$ cat config.mk
export PLATFORM = sky130hd
export DESIGN_NAME = fl_erase_engine
export DESIGN_NICKNAME = d
export VERILOG_FILES = /design/src/rtl/fl_erase_pkg.sv /design/src/rtl/fl_serial_rx.sv /design/src/rtl/fl_region_guard.sv /design/src/rtl/fl_erase_timer.sv /design/src/rtl/fl_erase_engine.sv
export SDC_FILE = /design/constraint.sdc
export NUM_CORES = 1
export LEC_CHECK = 0
export BUFFER_PORTS_ARGS = -buffer_cell sky130_fd_sc_hd__clkbuf_2
export CAP_MARGIN = 0
export CORE_MARGIN = 5
export CORE_UTILIZATION = 47
export DETAILED_ROUTE_END_ITERATION = 10
export PLACE_DENSITY = 0.76
export REMOVE_ABC_BUFFERS = 1
export SLEW_MARGIN = 20
export SYNTH_ARGS = -nofsm -noshare
export SYNTH_HDL_FRONTEND = slang
export SYNTH_HIERARCHICAL = 1
export SYNTH_SLANG_ARGS = --single-unit
$ cat constraint.sdc
create_clock -name clk -period 6.94 [get_ports clk]
set_input_delay 1.041 -clock clk [delete_from_list [all_inputs] [get_ports clk]]
set_output_delay 1.041 -clock clk [all_outputs]
set_load 0.005 [all_outputs]
$ cat src/rtl/fl_erase_pkg.sv
package fl_erase_pkg;
  localparam logic [7:0] OP_WREN = 8'h06;
  localparam logic [7:0] OP_RDSR = 8'h05;
  localparam logic [7:0] OP_RDLK = 8'hE8;
  localparam logic [7:0] OP_PGER = 8'hDB;
  localparam logic [7:0] OP_SSER = 8'h20;
  localparam logic [7:0] OP_SCER = 8'hD8;

  typedef enum logic [1:0] {
    ER_PAGE = 2'd0,
    ER_SUB  = 2'd1,
    ER_SECT = 2'd2,
    ER_NONE = 2'd3
  } er_kind_t;

  function automatic er_kind_t kind_of(input logic [7:0] op);
    case (op)
      OP_PGER: kind_of = ER_PAGE;
      OP_SSER: kind_of = ER_SUB;
      OP_SCER: kind_of = ER_SECT;
      default: kind_of = ER_NONE;
    endcase
  endfunction
endpackage

$ cat src/rtl/fl_serial_rx.sv
module fl_serial_rx #(
  parameter int CNT_W = 6,
  parameter int SH_W  = 24
) (
  input  logic             clk,
  input  logic             rst,
  input  logic             block,
  input  logic             sck,
  input  logic             cs_n,
  input  logic             si,
  output logic             act,
  output logic [CNT_W-1:0] cnt,
  output logic [SH_W-1:0]  sh,
  output logic             bit_stb,
  output logic             fall_stb,
  output logic             end_stb,
  output logic             start_stb
);
  localparam logic [CNT_W-1:0] CNT_MAX = '1;

  logic sck_q, cs_q;
  logic sck_rise, sck_fall, cs_fall;

  assign sck_rise = sck && !sck_q;
  assign sck_fall = !sck && sck_q;
  assign cs_fall  = !cs_n && cs_q;

  always_ff @(posedge clk) begin
    if (rst) begin
      sck_q     <= 1'b0;
      cs_q      <= 1'b1;
      act       <= 1'b0;
      cnt       <= '0;
      sh        <= '0;
      bit_stb   <= 1'b0;
      fall_stb  <= 1'b0;
      end_stb   <= 1'b0;
      start_stb <= 1'b0;
    end else begin
      sck_q     <= sck;
      cs_q      <= cs_n;
      bit_stb   <= 1'b0;
      fall_stb  <= 1'b0;
      end_stb   <= 1'b0;
      start_stb <= 1'b0;
      if (block) begin
        act <= 1'b0;
      end else if (cs_fall) begin
        act       <= 1'b1;
        cnt       <= '0;
        start_stb <= 1'b1;
      end else if (act) begin
        if (cs_n) begin
          act     <= 1'b0;
          end_stb <= 1'b1;
        end else if (sck_rise) begin
          sh      <= {sh[SH_W-2:0], si};
          bit_stb <= 1'b1;
          if (cnt != CNT_MAX) cnt <= cnt + CNT_W'(1);
        end else if (sck_fall) begin
          fall_stb <= 1'b1;
        end
      end
    end
  end
endmodule

$ cat src/rtl/fl_region_guard.sv
module fl_region_guard
  import fl_erase_pkg::*;
#(
  parameter int ADDR_W = 20,
  localparam int SEC_W = ADDR_W - 16,
  localparam int SUB_W = ADDR_W - 12,
  localparam int NSEC  = 1 << SEC_W,
  localparam int NSUB  = 1 << SUB_W
) (
  input  logic [SUB_W-1:0]  sub_idx,
  input  er_kind_t          kind,
  input  logic [2*NSEC-1:0] sect_lock,
  input  logic [NSUB-1:0]   sub_hwp,
  output logic              ok
);
  logic [SEC_W-1:0] sec;
  logic wr_lock, hw_here, hw_any;

  assign sec     = sub_idx[SUB_W-1:4];
  assign wr_lock = sect_lock[{sec, 1'b0}];
  assign hw_here = sub_hwp[sub_idx];
  assign hw_any  = |sub_hwp[{sec, 4'b0000} +: 16];

  always_comb begin
    case (kind)
      ER_PAGE, ER_SUB: ok = !wr_lock && !hw_here;
      ER_SECT:         ok = !wr_lock && !hw_any;
      default:         ok = 1'b0;
    endcase
  end
endmodule

$ cat src/rtl/fl_erase_timer.sv
module fl_erase_timer #(
  parameter int TM_W = 20
) (
  input  logic            clk,
  input  logic            rst,
  input  logic            abort,
  input  logic            start,
  input  logic [TM_W-1:0] dur,
  output logic            busy,
  output logic            done
);
  logic [TM_W-1:0] left;

  always_ff @(posedge clk) begin
    if (rst) begin
      busy <= 1'b0;
      done <= 1'b0;
      left <= '0;
    end else if (abort) begin
      busy <= 1'b0;
      done <= 1'b0;
      left <= '0;
    end else if (start) begin
      busy <= 1'b1;
      done <= 1'b0;
      left <= dur - TM_W'(1);
    end else if (busy) begin
      if (left == '0) begin
        busy <= 1'b0;
        done <= 1'b1;
      end else begin
        left <= left - TM_W'(1);
        done <= 1'b0;
      end
    end else begin
      done <= 1'b0;
    end
  end
endmodule

$ cat src/rtl/fl_erase_engine.sv
module fl_erase_engine
  import fl_erase_pkg::*;
#(
  parameter int ADDR_W = 20,
  parameter int TM_W   = 20,
  parameter int T_PE   = 2000,
  parameter int T_SSE  = 8000,
  parameter int T_SE   = 40000,
  parameter int T_RCV  = 64,
  localparam int NSEC  = 1 << (ADDR_W - 16),
  localparam int NSUB  = 1 << (ADDR_W - 12)
) (
  input  logic              clk,
  input  logic              rst,
  input  logic              sck,
  input  logic              cs_n,
  input  logic              si,
  output logic              so,
  input  logic              rst_pin_n,
  input  logic [2*NSEC-1:0] sect_lock,
  input  logic [NSUB-1:0]   sub_hwp,
  output logic              erase_stb,
  output logic [ADDR_W-1:0] erase_base,
  output logic [1:0]        erase_size
);
  localparam int SH_W = 24;

  logic             rx_act, rx_bit, rx_fall, rx_end, rx_start;
  logic [5:0]       rx_cnt;
  logic [SH_W-1:0]  rx_sh;
  logic             busy, wel, block, prot_ok, accept;
  logic [7:0]       op_q, out_sh, status;
  logic             out_en;
  logic [ADDR_W-1:0] addr_q, base_mask;
  logic [TM_W-1:0]  rcv_cnt, dur;
  logic [1:0]       lk_pair;
  er_kind_t         kind;

  assign block  = !rst_pin_n || (rcv_cnt != '0);
  assign status = {6'b000000, wel, busy};
  assign kind   = kind_of(op_q);

  fl_serial_rx #(.CNT_W(6), .SH_W(SH_W)) u_rx (
    .clk(clk), .rst(rst), .block(block), .sck(sck), .cs_n(cs_n), .si(si),
    .act(rx_act), .cnt(rx_cnt), .sh(rx_sh), .bit_stb(rx_bit),
    .fall_stb(rx_fall), .end_stb(rx_end), .start_stb(rx_start)
  );

  fl_region_guard #(.ADDR_W(ADDR_W)) u_guard (
    .sub_idx(addr_q[ADDR_W-1:12]), .kind(kind), .sect_lock(sect_lock),
    .sub_hwp(sub_hwp), .ok(prot_ok)
  );

  assign lk_pair = sect_lock[{rx_sh[ADDR_W-1:16], 1'b0} +: 2];

  generate
    if (ADDR_W < SH_W) begin : g_hi
      logic unused_hi;
      assign unused_hi = ^rx_sh[SH_W-1:ADDR_W];
    end
  endgenerate

  always_comb begin
    case (kind)
      ER_PAGE: begin dur = TM_W'(T_PE);  base_mask = {ADDR_W{1'b1}} << 8;  end
      ER_SUB:  begin dur = TM_W'(T_SSE); base_mask = {ADDR_W{1'b1}} << 12; end
      ER_SECT: begin dur = TM_W'(T_SE);  base_mask = {ADDR_W{1'b1}} << 16; end
      default: begin dur = TM_W'(1);     base_mask = '0;                   end
    endcase
  end

  assign accept = rx_end && (rx_cnt == 6'd32) && (kind != ER_NONE) &&
                  wel && !busy && prot_ok && rst_pin_n;

  fl_erase_timer #(.TM_W(TM_W)) u_tmr (
    .clk(clk), .rst(rst), .abort(!rst_pin_n), .start(accept), .dur(dur),
    .busy(busy), .done(erase_stb)
  );

  always_ff @(posedge clk) begin
    if (rst) begin
      rcv_cnt    <= '0;
      wel        <= 1'b0;
      op_q       <= 8'h00;
      addr_q     <= '0;
      out_sh     <= 8'h00;
      out_en     <= 1'b0;
      so         <= 1'b0;
      erase_base <= '0;
      erase_size <= 2'd0;
    end else begin
      if (!rst_pin_n)           rcv_cnt <= TM_W'(T_RCV);
      else if (rcv_cnt != '0)   rcv_cnt <= rcv_cnt - TM_W'(1);

      if (rx_start) begin
        op_q   <= 8'h00;
        out_en <= 1'b0;
      end

      if (rx_bit && rx_cnt == 6'd8) begin
        op_q <= rx_sh[7:0];
        if (rx_sh[7:0] == OP_WREN && !busy) wel <= 1'b1;
        if (rx_sh[7:0] == OP_RDSR) begin
          out_sh <= status;
          out_en <= 1'b1;
        end
      end

      if (rx_bit && rx_cnt == 6'd32) begin
        addr_q <= rx_sh[ADDR_W-1:0];
        if (op_q == OP_RDLK && !busy) begin
          out_sh <= {6'b000000, lk_pair};
          out_en <= 1'b1;
        end
      end

      if (rx_fall && out_en) begin
        so     <= out_sh[7];
        out_sh <= {out_sh[6:0], out_sh[7]};
      end

      if (!rx_act) begin
        so     <= 1'b0;
        out_en <= 1'b0;
      end

      if (accept) begin
        wel        <= 1'b0;
        erase_base <= addr_q & base_mask;
        erase_size <= kind;
      end

      if (!rst_pin_n) wel <= 1'b0;
    end
  end
endmodule

# Yosys cells after proc, flatten, opt, wreduce, memory -nomap -nowiden
# Cells that the tools add are included.
# classes
bitwise,7
n_shift,2
reduce_logical,47
eq_ne,15
muxes,41
n_lt_le_gt_ge,2
n_addsub,4
# op_table
cell,count
$shiftx A256 B9 Y16,1
$mux W20,3
$pmux W20 S3,1
$mux W8,7
$pmux W16 S3,1
$sub A20 B1 Y20 const B,2
$shiftx A32 B6 Y2,1
$mux W6,5
$eq A8 B8 Y1 const B,3
$and A20 B20 Y20,1
$logic_not A20 Y1,1
$reduce_bool A20 Y1,1
$mux W1,18
$sub A16 B1 Y17 const B,1
$eq A8 B3 Y1 const B,2
$logic_and A1 B1 Y1,16
$reduce_or A16 Y1,1
$mux W7,2
$reduce_and A5 Y1,2
$reduce_bool A2 Y1,5
$lt A8 B9 Y1 const B,1
$bmux W1 S8,1
$eq A8 B6 Y1 const B,1
$logic_not A1 Y1,8
other kinds (21),33
# totals
out_inout_bits,24
word_cells,140
register_bits,136

# Longest topological paths before layout
# Gate-level depths: netlist of the first run.
# depth
word_depth,10
ltp_mapped,30

# Modules after synthesis
# Netlist of the first run, hierarchy kept.
# by_module_without_submodules
mod,seq_area_each_um2,area_each_um2,cells_per_inst,n_inst
fl_erase_engine,1301.2,3298.2,366,1
fl_region_guard,0.0,3079.2,324,1
fl_erase_timer,440.4,1751.7,224,1
fl_serial_rx,740.7,1388.8,165,1

# Worst setup path after synthesis of the first run
# OpenSTA, ideal clock, no wires.
# synth_path
path_kind,reg2reg
from,reg op_q[1]
to,reg u_tmr.left[18]
setup_slack_ps,128
required_ps,6870
path_buffers,7
path_stages_with_launch,30
arrival_ps,6741
path_cell_list,dfxtp_1 -> nor4_1 -> nand3_1 -> ha_1 -> a31o_2 -> a21oi_1 -> inv_1 -> a311o_1 -> a21oi_1 -> nand4_1 -> a211oi_1 -> o22ai_1 -> a21oi_1 -> and4_1 -> nand3_1 -> or2_4 -> clkinv_4 -> buf_8 -> buf_4 -> clkbuf_1 -> buf_2 -> buf_2 -> buf_2 -> clkbuf_1 -> mux2i_1 -> ha_1 -> o211a_1 -> nand4b_1 -> or4_1 -> a21oi_1
# synth_lines
item,line_no,source
"start, declared",fl_erase_engine.sv:32,"logic [7:0] op_q, out_sh, status;"
"start signal, assigned",fl_erase_engine.sv:101,op_q <= rx_sh[7:0];
$eq A8 B8 Y1 / $eq A8 B6 Y1 (equally long branches),fl_erase_pkg.sv:17,case (op)
$pmux W2 S3 (*),fl_erase_pkg.sv:17,
named net kind[1],fl_erase_engine.sv:37,er_kind_t kind;
$eq A2 B1 Y1 / $logic_not A2 Y1 (equally long branches),fl_region_guard.sv:25,case (kind)
$reduce_or A2 Y1,fl_region_guard.sv:25,
$pmux W1 S2 (*),fl_region_guard.sv:25,
named net prot_ok,fl_erase_engine.sv:31,"logic busy, wel, block, prot_ok, accept;"
$logic_and A1 B1 Y1 (*) (2 in series),fl_erase_engine.sv:73,wel && !busy && prot_ok && rst_pin_n;
named net accept,fl_erase_engine.sv:31,
$ne A2 B2 Y1 (no source line) / $reduce_bool A2 Y1 (equally long branches),--,
$reduce_and A2 Y1 (no source line),--,
"end signal, assigned",fl_erase_timer.sv:26,left <= dur - TM_W'(1);
"end signal, assigned",fl_erase_timer.sv:32,left <= left - TM_W'(1);
"end, declared",fl_erase_timer.sv:12,logic [TM_W-1:0] left;
# The timed path passes the listed nets; every way through them passes the cells marked *.
# A chain may end at the register's enable or synchronous reset.

# Worst setup path in the final report of the first run
# layout_path
from,reg op_q[1]
to,reg u_tmr.left[18]
# layout_lines
item,line_no
$eq A8 B8 Y1 / $eq A8 B6 Y1 (equally long branches),fl_erase_pkg.sv:17
$pmux W2 S3 (*),fl_erase_pkg.sv:17
named net kind[1],fl_erase_engine.sv:37
$eq A2 B1 Y1 / $logic_not A2 Y1 (equally long branches),fl_region_guard.sv:25
$reduce_or A2 Y1,fl_region_guard.sv:25
$pmux W1 S2 (*),fl_region_guard.sv:25
named net prot_ok,fl_erase_engine.sv:31
$logic_and A1 B1 Y1 (*) (2 in series),fl_erase_engine.sv:73
$ne A2 B2 Y1 (no source line) / $reduce_bool A2 Y1 (equally long branches),--
$reduce_and A2 Y1 (no source line),--
# Marked as above.

==> results.sh, run 1 <==
export IMPL_swShare_pct=32.20
export IMPL_max_freq_mhz=161.8
export IMPL_crit_path_start_kind="register"
export IMPL_area_delta_synth_final_pct=25.74
export IMPL_r2r_end="u_tmr/left[18]"
export IMPL_final_nets=1673
export IMPL_clock_insertion_delay_worst_skew_ns=0.42
export IMPL_route_detailed_drc=0
export IMPL_gp_congestion=0.9545
export IMPL_port_buffers=309
export IMPL_worstPathMaxFanout=56
export IMPL_vias=10410
export IMPL_critical_path_class="register to register"
export IMPL_wl_per_cell_um=21.35
export IMPL_avgSynthCellArea_um2=8.831
export IMPL_crit_required_ns=7.29
export IMPL_firstDrtPassIters=5
export IMPL_power_leakage_nw=4.437
export IMPL_clkTransAtPathRegs_ns=0.06
export IMPL_die_y_um=151.3
export IMPL_drt_iter0_drc=908
export IMPL_track_usage_pct=30.17
export IMPL_antenna_found_initial=8
export IMPL_yosysWarnings=6
export IMPL_vias_per_cell=6.269
export IMPL_grt_max_degree=78
export IMPL_fin_util_pct=60.25
export IMPL_netlist_instances=1063
export IMPL_post_route_cell_area_um2=11800
export IMPL_rr_worst_depth=22
export IMPL_cts_max_level=4
export IMPL_holdBufCountCts=0
export IMPL_p_per_area_nw_per_um2=199.5
export IMPL_rsz0062_at_grt="no"
export IMPL_clkPwrFrac_pct=39.2
export IMPL_initial_core_util_pct=47.92
export IMPL_worst_clock_skew_ns=0.005817
export IMPL_cts_resized=0
export IMPL_synthesis_area_um2=9388
export IMPL_seqPwrFrac_pct=33.0
export IMPL_p_int_mw=1.597
export IMPL_grt_overflow=0
export IMPL_cts_sinks=120
export IMPL_cts_buffers=17
export IMPL_finalMaxSlewViolations=0
export IMPL_status="finished, final reports clean"
export IMPL_slew_headroom_pct=30.02
export IMPL_grt_pass1_wl_um=53990
export IMPL_drive_gt1_share_pct=32.44
export IMPL_hold_viol=0
export IMPL_post_route_period_util_pct=89.05
export IMPL_maxCapViolations=0
export IMPL_final_setup_viol_count=0
export IMPL_placed_cells=1620
export IMPL_post_cts_buffers=0
export IMPL_combinationalPowerShare_pct=27.8
export IMPL_hp_class="register to register"
export IMPL_totalPowerFinal_mw=2.355
export IMPL_crit_arrival_ns=6.53
export IMPL_ir_worst_vdd_mv=0.1999
export IMPL_rows=51
export IMPL_antenna_left=0
export IMPL_p_sw_uw=758.3
export IMPL_die_area_um2=22900
export IMPL_fin_hold_ws_ns=0.4499
export IMPL_endpoint_kind="register"
export IMPL_hpwlAfterDp_um=27940
export IMPL_io_pins=318
export IMPL_r2r_start="op_q[1]"
export IMPL_layout_common_cells="clkbuf_2, dfxtp_1, nand2_1"
export IMPL_cts_tree="done"
export IMPL_r2r_setup_slack_ns=0.76
export IMPL_min_period_ns=6.180
export IMPL_place_area_um2=11160
export IMPL_wirelength_um=35450
export IMPL_final_common_cell="clkbuf_2"
export IMPL_worstMarginPinSlew_ns=1.050
export IMPL_startpoint="op_q[1]"
export IMPL_cts_root_buf="clkbuf_16"
export IMPL_setup_worst_path_end="u_tmr/left[18]"
export IMPL_coreArea_um2=19590
export IMPL_instances_no_fill=1660
export IMPL_grt_pass1_vias=10030
export IMPL_die_w_um=151.3
export IMPL_max_clock_path_buffers=2
## critical path, stage by stage, from the launching register on
cell	delay, ns
dfxtp_1	0.35
nor4_1	0.38
nand3_1	0.36
ha_1	0.38
a31o_2	0.26
a21oi_1	0.23
inv_1	0.15
a311o_1	0.34
a21oi_1	0.14
nand4_1	0.13
a211oi_1	0.23
o22ai_1	0.09
a21oi_1	0.21
and4_1	0.21
nand3_1	0.15
or2_4	0.36
clkinv_4	0.29
mux2i_1	0.29
ha_1	0.31
o211a_1	0.33
nand4b_1	0.21
or4_1	0.55
a21oi_1	0.13
## registers in the layout, summed over array words and instances, names as in the netlist, 2 cells and up
signal,cells
addr_q,12
rcv_cnt,20
u_tmr/left,20
erase_size,2
out_sh,8
u_rx/sh,20
u_rx/cnt,6
op_q,8
erase_base,12
## cell type report
class                      count  area, µm²
fill                        1767       7786
multi-input combinational    889       6659
sequential                   120       2407
timing repair buffer         326       1687
clock buffer                  19      454.2
tap                          265      331.6
clock inverter                13      165.2
inverter                      20      80.08
antenna                        8      20.02
## per-layer routing
layer | up-vias | global-route usage [%] | routed length [µm]
met5 | - | 0 | 0
met4 | 0 | 13.78 | 1472
met3 | 121 | 10.47 | 4161
met2 | 594 | 48.12 | 16320
met1 | 4927 | 36.63 | 13490
li1 | 4765 | - | -
## worst min-delay path by stage
stage | start | to | slack [ns] | cells past startpoint
after floorplan | out_sh[2] | out_sh[3] | 0.42 | 2
after global placement | out_sh[5] | out_sh[6] | 0.44 | 2
after detailed placement | erase_base[11] | erase_base[11] | 0.45 | 2
after CTS | erase_base[11] | erase_base[11] | 0.45 | 2
after global routing | out_sh[4] | out_sh[5] | 0.48 | 2
final | erase_base[11] | erase_base[11] | 0.45 | 2
## power groups by stage
stage                     combinational [mW]  clock, mW  sequential [mW]
final                                  0.655      0.922            0.778
after global routing                   0.723      0.971            0.784
after CTS                              0.649      0.937            0.777
after detailed placement               0.644          0            0.791
after global placement                 0.619          0            0.789
after floorplan                        0.430          0            0.782
## per-stage QoR
| step | setup slack, ns | TNS, ns |
|---|---|---|
| floorplan | -0.02544 | -0.02544 |
| global placement | 1.113 | 0 |
| detailed placement | 0.8958 | 0 |
| CTS | 0.8685 | 0 |
| global route | 0.3131 | 0 |
| finish | 0.7602 | 0 |
(Power assumes the default switching activity.)
==> run 2: changes to the inputs <==
--- a/config.mk
+++ b/config.mk
@@ -5,10 +5,11 @@
 export SDC_FILE = /design/constraint.sdc
 export NUM_CORES = 1
 export LEC_CHECK = 0
+export ABC_AREA = 1
 export BUFFER_PORTS_ARGS = -buffer_cell sky130_fd_sc_hd__clkbuf_2
 export CAP_MARGIN = 0
 export CORE_MARGIN = 5
-export CORE_UTILIZATION = 47
+export CORE_UTILIZATION = 48
 export DETAILED_ROUTE_END_ITERATION = 10
 export PLACE_DENSITY = 0.76
 export REMOVE_ABC_BUFFERS = 1
==> run 2 against run 1 <==
  * Flip-flop and latch count unchanged
  * Final cell count up 43%
  * Clock power rose by 0.8%
  * Critical endpoint is now u_tmr/left[12]
  * Maximum frequency increased by 29%
  * Clock-buffer cell count is 1 lower
  * Hold slack better by 0.019 ns
  * Die area rose by 7.7%
  * Largest cell class unchanged
==> results.sh, run 2 <==
export IMPL_status="finished, final reports clean"
export IMPL_gp_congestion=1.024
export IMPL_crit_top_cell="nand2_1"
export IMPL_rsz0062_at_grt="no"
export IMPL_fin_util_pct=58.96
export IMPL_netlist_instances=1815
export IMPL_antenna_left=0
export IMPL_crit_arrival_ns=5.10
export IMPL_worstHoldEndpoint="u_rx/fall_stb"
export IMPL_post_route_period_util_pct=69.12
export IMPL_r2r_setup_slack_ns=2.14
export IMPL_final_common_cell="nand2_1"
export IMPL_rows=53
export IMPL_path_cells="clkinv_1 > nand3_1 > nand3_1 > nand2_1 > o21ai_1 > nand2_1 > nand3_1 > nand3_1 > nand2_1 > a21oi_1 > nand3_1 > nor4_2 > nand2_1 > nand2_4 > inv_6 > o21ai_2 > ha_1 > nand3_4 > nor2_4 > nand2_1 > xnor2_1 > nand2_1 > nand2_1"
export IMPL_initial_core_util_pct=49.04
export IMPL_drive_gt1_share_pct=21.77
export IMPL_wl_per_cell_um=17.51
export IMPL_die_w_um=157.0
export IMPL_crit_path_start_kind="register"
export IMPL_max_clock_path_buffers=2
export IMPL_slowest_delay_ns=0.84
export IMPL_avgSynthCellArea_um2=5.716
export IMPL_startpoint="addr_q[14]"
export IMPL_post_cts_buffers=0
export IMPL_fin_hold_ws_ns=0.4694
export IMPL_coreArea_um2=21150
export IMPL_reg_top3="rcv_cnt (20), u_rx/sh (20), u_tmr/left (20)"
export IMPL_hpwlAfterDp_um=31810
export IMPL_worstMarginPinSlew_ns=1.104
export IMPL_antenna_found_initial=5
export IMPL_cts_buffers=17
export IMPL_cts_sinks=120
export IMPL_die_area_um2=24660
export IMPL_ir_worst_vdd_mv=0.3910
export IMPL_clkTransAtPathRegs_ns=0.06
export IMPL_r2r_end="u_tmr/left[12]"
export IMPL_crit_required_ns=7.25
export IMPL_tns_ns=0
export IMPL_hold_viol=0
export IMPL_drt_iter0_drc=1209
export IMPL_clock_insertion_delay_worst_skew_ns=0.41
export IMPL_grt_pass1_wl_um=63170
export IMPL_worstPathBufferInverterCount=2
export IMPL_cts_tree="done"
export IMPL_holdBufCountCts=0
export IMPL_hp_class="register to register"
export IMPL_cp_depth=23
export IMPL_rr_worst_depth=23
export IMPL_max_freq_mhz=208.5
export IMPL_area_delta_synth_final_pct=20.22
export IMPL_cts_max_level=4
export IMPL_firstDrtPassIters=6
export IMPL_timing_final_ws_setup_ns=2.143
export IMPL_final_nets=2371
export IMPL_yosysWarnings=6
export IMPL_die_y_um=157.0
export IMPL_vias_per_cell=5.502
export IMPL_route_detailed_drc=0
export IMPL_r2r_start="addr_q[14]"
export IMPL_io_pins=318
export IMPL_place_ws_ns=2.224
export IMPL_power_leakage_nw=6.230
export IMPL_worst_clock_skew_ns=0.007119
export IMPL_grt_max_degree=90
export IMPL_maxCapViolations=0
export IMPL_layout_common_cells="nand2_1, nand3_1, clkbuf_2"
export IMPL_endpoint_kind="register"
export IMPL_finalMaxSlewViolations=0
export IMPL_cts_root_buf="clkbuf_16"
export IMPL_min_period_ns=4.797
export IMPL_p_per_area_nw_per_um2=200.5
export IMPL_wirelength_um=41430
export IMPL_hold_depth=2
export IMPL_slew_headroom_pct=25.97
export IMPL_port_buffers=309
export IMPL_crit_slowest_cell="clkinv_1"
export IMPL_worstPathMaxFanout=32
export IMPL_grt_pass1_vias=12200
export IMPL_synthesis_area_um2=10370
export IMPL_crit_family="simple AND/OR/NAND/NOR gates"
export IMPL_critical_path_class="register to register"
export IMPL_hold_start="u_rx/sck_q"
export IMPL_final_setup_viol_count=0
export IMPL_track_usage_pct=32.03
export IMPL_vias=13020
export IMPL_cts_resized=0
export IMPL_grt_overflow=0
run 2: report_power, final:
group          switching, mW  leakage, nW  internal, mW
registers             0.0529        0.970         0.742
logic                  0.469         4.96         0.309
clock network          0.327        0.301         0.603
total                  0.848         6.23          1.65
run 2: per-layer routing:
metal,wire length (µm),up-vias,share of wire [%],track usage [%]
li1,-,6418,-,-
met1,16420,5919,40,39.24
met2,20090,591,48,55.38
met3,3354,90,8.1,5.527
met4,1568,0,3.8,13.85
met5,0,-,0,0
run 2: cell type report:
type | instances | area (µm²)
clock buffers | 18 | 429.2
repair buffers | 319 | 1622
clock inverters | 14 | 197.7
multi-input cells | 1496 | 7004
flip-flops and latches | 120 | 2407
diodes | 6 | 15.01
inverters | 118 | 454.2
fillers | 2186 | 8681
well taps | 275 | 344.1
run 2: worst max path at each step:
stage,slack (ns),end
finish,2.14,u_tmr/left[12]
global placement,2.28,u_tmr/left[16]
detailed placement,2.22,u_tmr/left[12]
CTS,2.23,u_tmr/left[12]
global route,1.70,u_tmr/left[12]
floorplan,-0.06,u_tmr/left[6]
run 2: worst min-delay path: cells and delay by family (launching register included):
kind             cells  cell delay (ns)
flip-flops           1             0.31
AND/OR/NAND/NOR      2             0.12
run 2: metrics by stage:
stage               power (mW)  cell area [µm²]  instances
finish                   2.501            12470       2366
global route             2.668            12470       2365
CTS                      2.508            12460       2360
detailed placement       1.575            11830       2328
global placement         1.564            11830       2328
floorplan                1.342             9854       1734
==> run 3: changes to the inputs <==
==> constraint.sdc (replaced) <==
create_clock -name clk -period 3.9 [get_ports clk]
set_input_delay 0.585 -clock clk [delete_from_list [all_inputs] [get_ports clk]]
set_output_delay 0.585 -clock clk [all_outputs]
set_load 0.005 [all_outputs]
==> run 3 against run 2 <==
  * Critical path depth increased by 5
  * Combinational power up 80%
  * Wire length rose by 6.5%
  * Clock-buffer cell count is 1 higher
  * Flip-flop and latch count did not move
  * Sequential share of layout area shrank 0.81 points
  * Critical path type unchanged
==> results.sh, run 3 (same netlist as run 2, synthesis figures left out) <==
export IMPL_cts_buffers=17
export IMPL_status="finished, final reports clean"
export IMPL_endpoint_kind="register"
export IMPL_clock_insertion_delay_worst_skew_ns=0.42
export IMPL_placed_cells=2355
export IMPL_hp_class="primary input to register"
export IMPL_reg_top3="rcv_cnt (20), u_rx/sh (20), u_tmr/left (20)"
export IMPL_area_delta_synth_final_pct=25.78
export IMPL_crit_slowest_cell="dfxtp_4"
export IMPL_wirelength_um=44140
export IMPL_final_setup_viol_count=0
export IMPL_crit_top_cell="nand2_1"
export IMPL_slowest_delay_ns=0.37
export IMPL_holdBufCountCts=0
export IMPL_drive_gt1_share_pct=24.00
export IMPL_gp_congestion=0.9799
export IMPL_power_leakage_nw=6.528
export IMPL_drt_iter0_drc=1301
export IMPL_port_buffers=309
export IMPL_max_freq_mhz=274.7
export IMPL_r2r_start="addr_q[16]"
export IMPL_grt_max_degree=129
export IMPL_min_period_ns=3.640
export IMPL_final_nets=2415
export IMPL_vias=13370
export IMPL_crit_required_ns=4.22
export IMPL_antenna_left=0
export IMPL_grt_pass1_vias=12500
export IMPL_ir_worst_vdd_mv=0.5709
export IMPL_vias_per_cell=5.546
export IMPL_maxCapViolations=0
export IMPL_cts_max_level=4
export IMPL_die_w_um=157.0
export IMPL_hold_start="si"
export IMPL_worstPathMaxFanout=20
export IMPL_fin_hold_ws_ns=0.4090
export IMPL_initial_core_util_pct=49.04
export IMPL_track_usage_pct=32.97
export IMPL_die_area_um2=24660
export IMPL_io_pins=318
export IMPL_crit_arrival_ns=3.96
export IMPL_crit_path_start_kind="register"
export IMPL_slew_headroom_pct=38.87
export IMPL_startpoint="addr_q[16]"
export IMPL_nFillCells=2167
export IMPL_wl_per_cell_um=18.31
export IMPL_cts_root_buf="clkbuf_16"
export IMPL_grt_pass1_wl_um=64860
export IMPL_rows=53
export IMPL_max_clock_path_buffers=2
export IMPL_route_detailed_drc=0
export IMPL_critical_path_class="register to register"
export IMPL_r2r_setup_slack_ns=0.26
export IMPL_firstDrtPassIters=5
export IMPL_instances_no_fill=2410
export IMPL_hold_viol=0
export IMPL_coreArea_um2=21150
export IMPL_clkTransAtPathRegs_ns=0.05
export IMPL_hpwlAfterDp_um=32920
export IMPL_worst_clock_skew_ns=0.006302
export IMPL_final_common_cell="nand2_1"
export IMPL_worstMarginPinSlew_ns=0.9160
export IMPL_cts_sinks=120
export IMPL_grt_overflow=0
export IMPL_die_y_um=157.0
export IMPL_layout_common_cells="nand2_1, nand3_1, clkbuf_2"
export IMPL_cts_tree="done"
export IMPL_p_per_area_nw_per_um2=334.5
export IMPL_post_route_period_util_pct=93.34
export IMPL_finalMaxSlewViolations=0
export IMPL_antenna_found_initial=6
==> run 3: cell count changes in the layout (fill, tap and decap cells not counted), moves of 3 or more <==
cell,change
buf_4,+26
buf_12,+7
clkbuf_16,+5
nand3_1,-4
nand3_2,+4
a21oi_1,-3
a21oi_2,+3
buf_6,+3
clkinv_4,-3
clkinvlp_4,+3
==> run 3: area by class of cell <==
type | instances | area (µm²) | area share (%)
multi-input cells | 1497 | 7063 | 54.12
flip-flops and latches | 120 | 2412 | 18.49
clock inverters | 13 | 143.9 | 1.103
well taps | 275 | 344.1 | 2.637
diodes | 6 | 15.01 | 0.1151
clock buffers | 19 | 442.9 | 3.394
inverters | 118 | 457.9 | 3.509
repair buffers | 362 | 2171 | 16.63
==> run 3: metrics by stage <==
| step | worst slack, ns | instance area, µm² | util [%] | setup TNS (ns) | total power, mW |
|---|---|---|---|---|---|
| after global routing | -0.01022 | 13050 | 61.69 | -0.01461 | 4.668 |
| after global placement | -0.1684 | 12130 | 57.34 | -1.501 | 2.789 |
| after CTS | 0.01461 | 12730 | 60.17 | 0 | 4.378 |
| after detailed placement | -0.2645 | 12130 | 57.34 | -3.150 | 2.802 |
| final | 0.2599 | 13050 | 61.69 | 0 | 4.365 |
| after floorplan | -3.105 | 9854 | - | -93.78 | 2.388 |
==> run 3: critical path: cells and delay by family, from the launching register on <==
family,cells,cell delay (ns)
flops,1,0.37
compound gates,2,0.38
fa+ha+maj,1,0.20
buf+inv,4,0.35
simple gates,21,2.25
==> run 3: path summary, 6_finish.rpt <==
check / to / cells after the start
setup reg to reg: u_tmr/left[14] / 28
hold reg to reg: so / 2
setup / recovery: u_tmr/left[14] / 28
hold / removal: u_rx/sh[0] / 3
==> run 3: per-layer routing <==
metal	track usage, %	part of all wire [%]
met1	39.90	39
met2	55.78	47
met3	7.369	9.3
met4	15.36	4.6
met5	0	0
==> run 3: where the power goes <==
group | switching (mW) | internal, mW | total, mW | leakage [nW]
registers | 0.0985 | 1.32 | 1.42 | 0.972
clock network | 0.584 | 0.961 | 1.55 | 0.273
logic | 0.852 | 0.551 | 1.40 | 5.28
==> run 3: timing repair <==
action | CTS | global route
cloned | 0 | 9
endpoints found under the setup margin | 6 | 19
pin swaps | 0 | 7
resized for setup | 2 | 19
setup buffers | 0 | 8
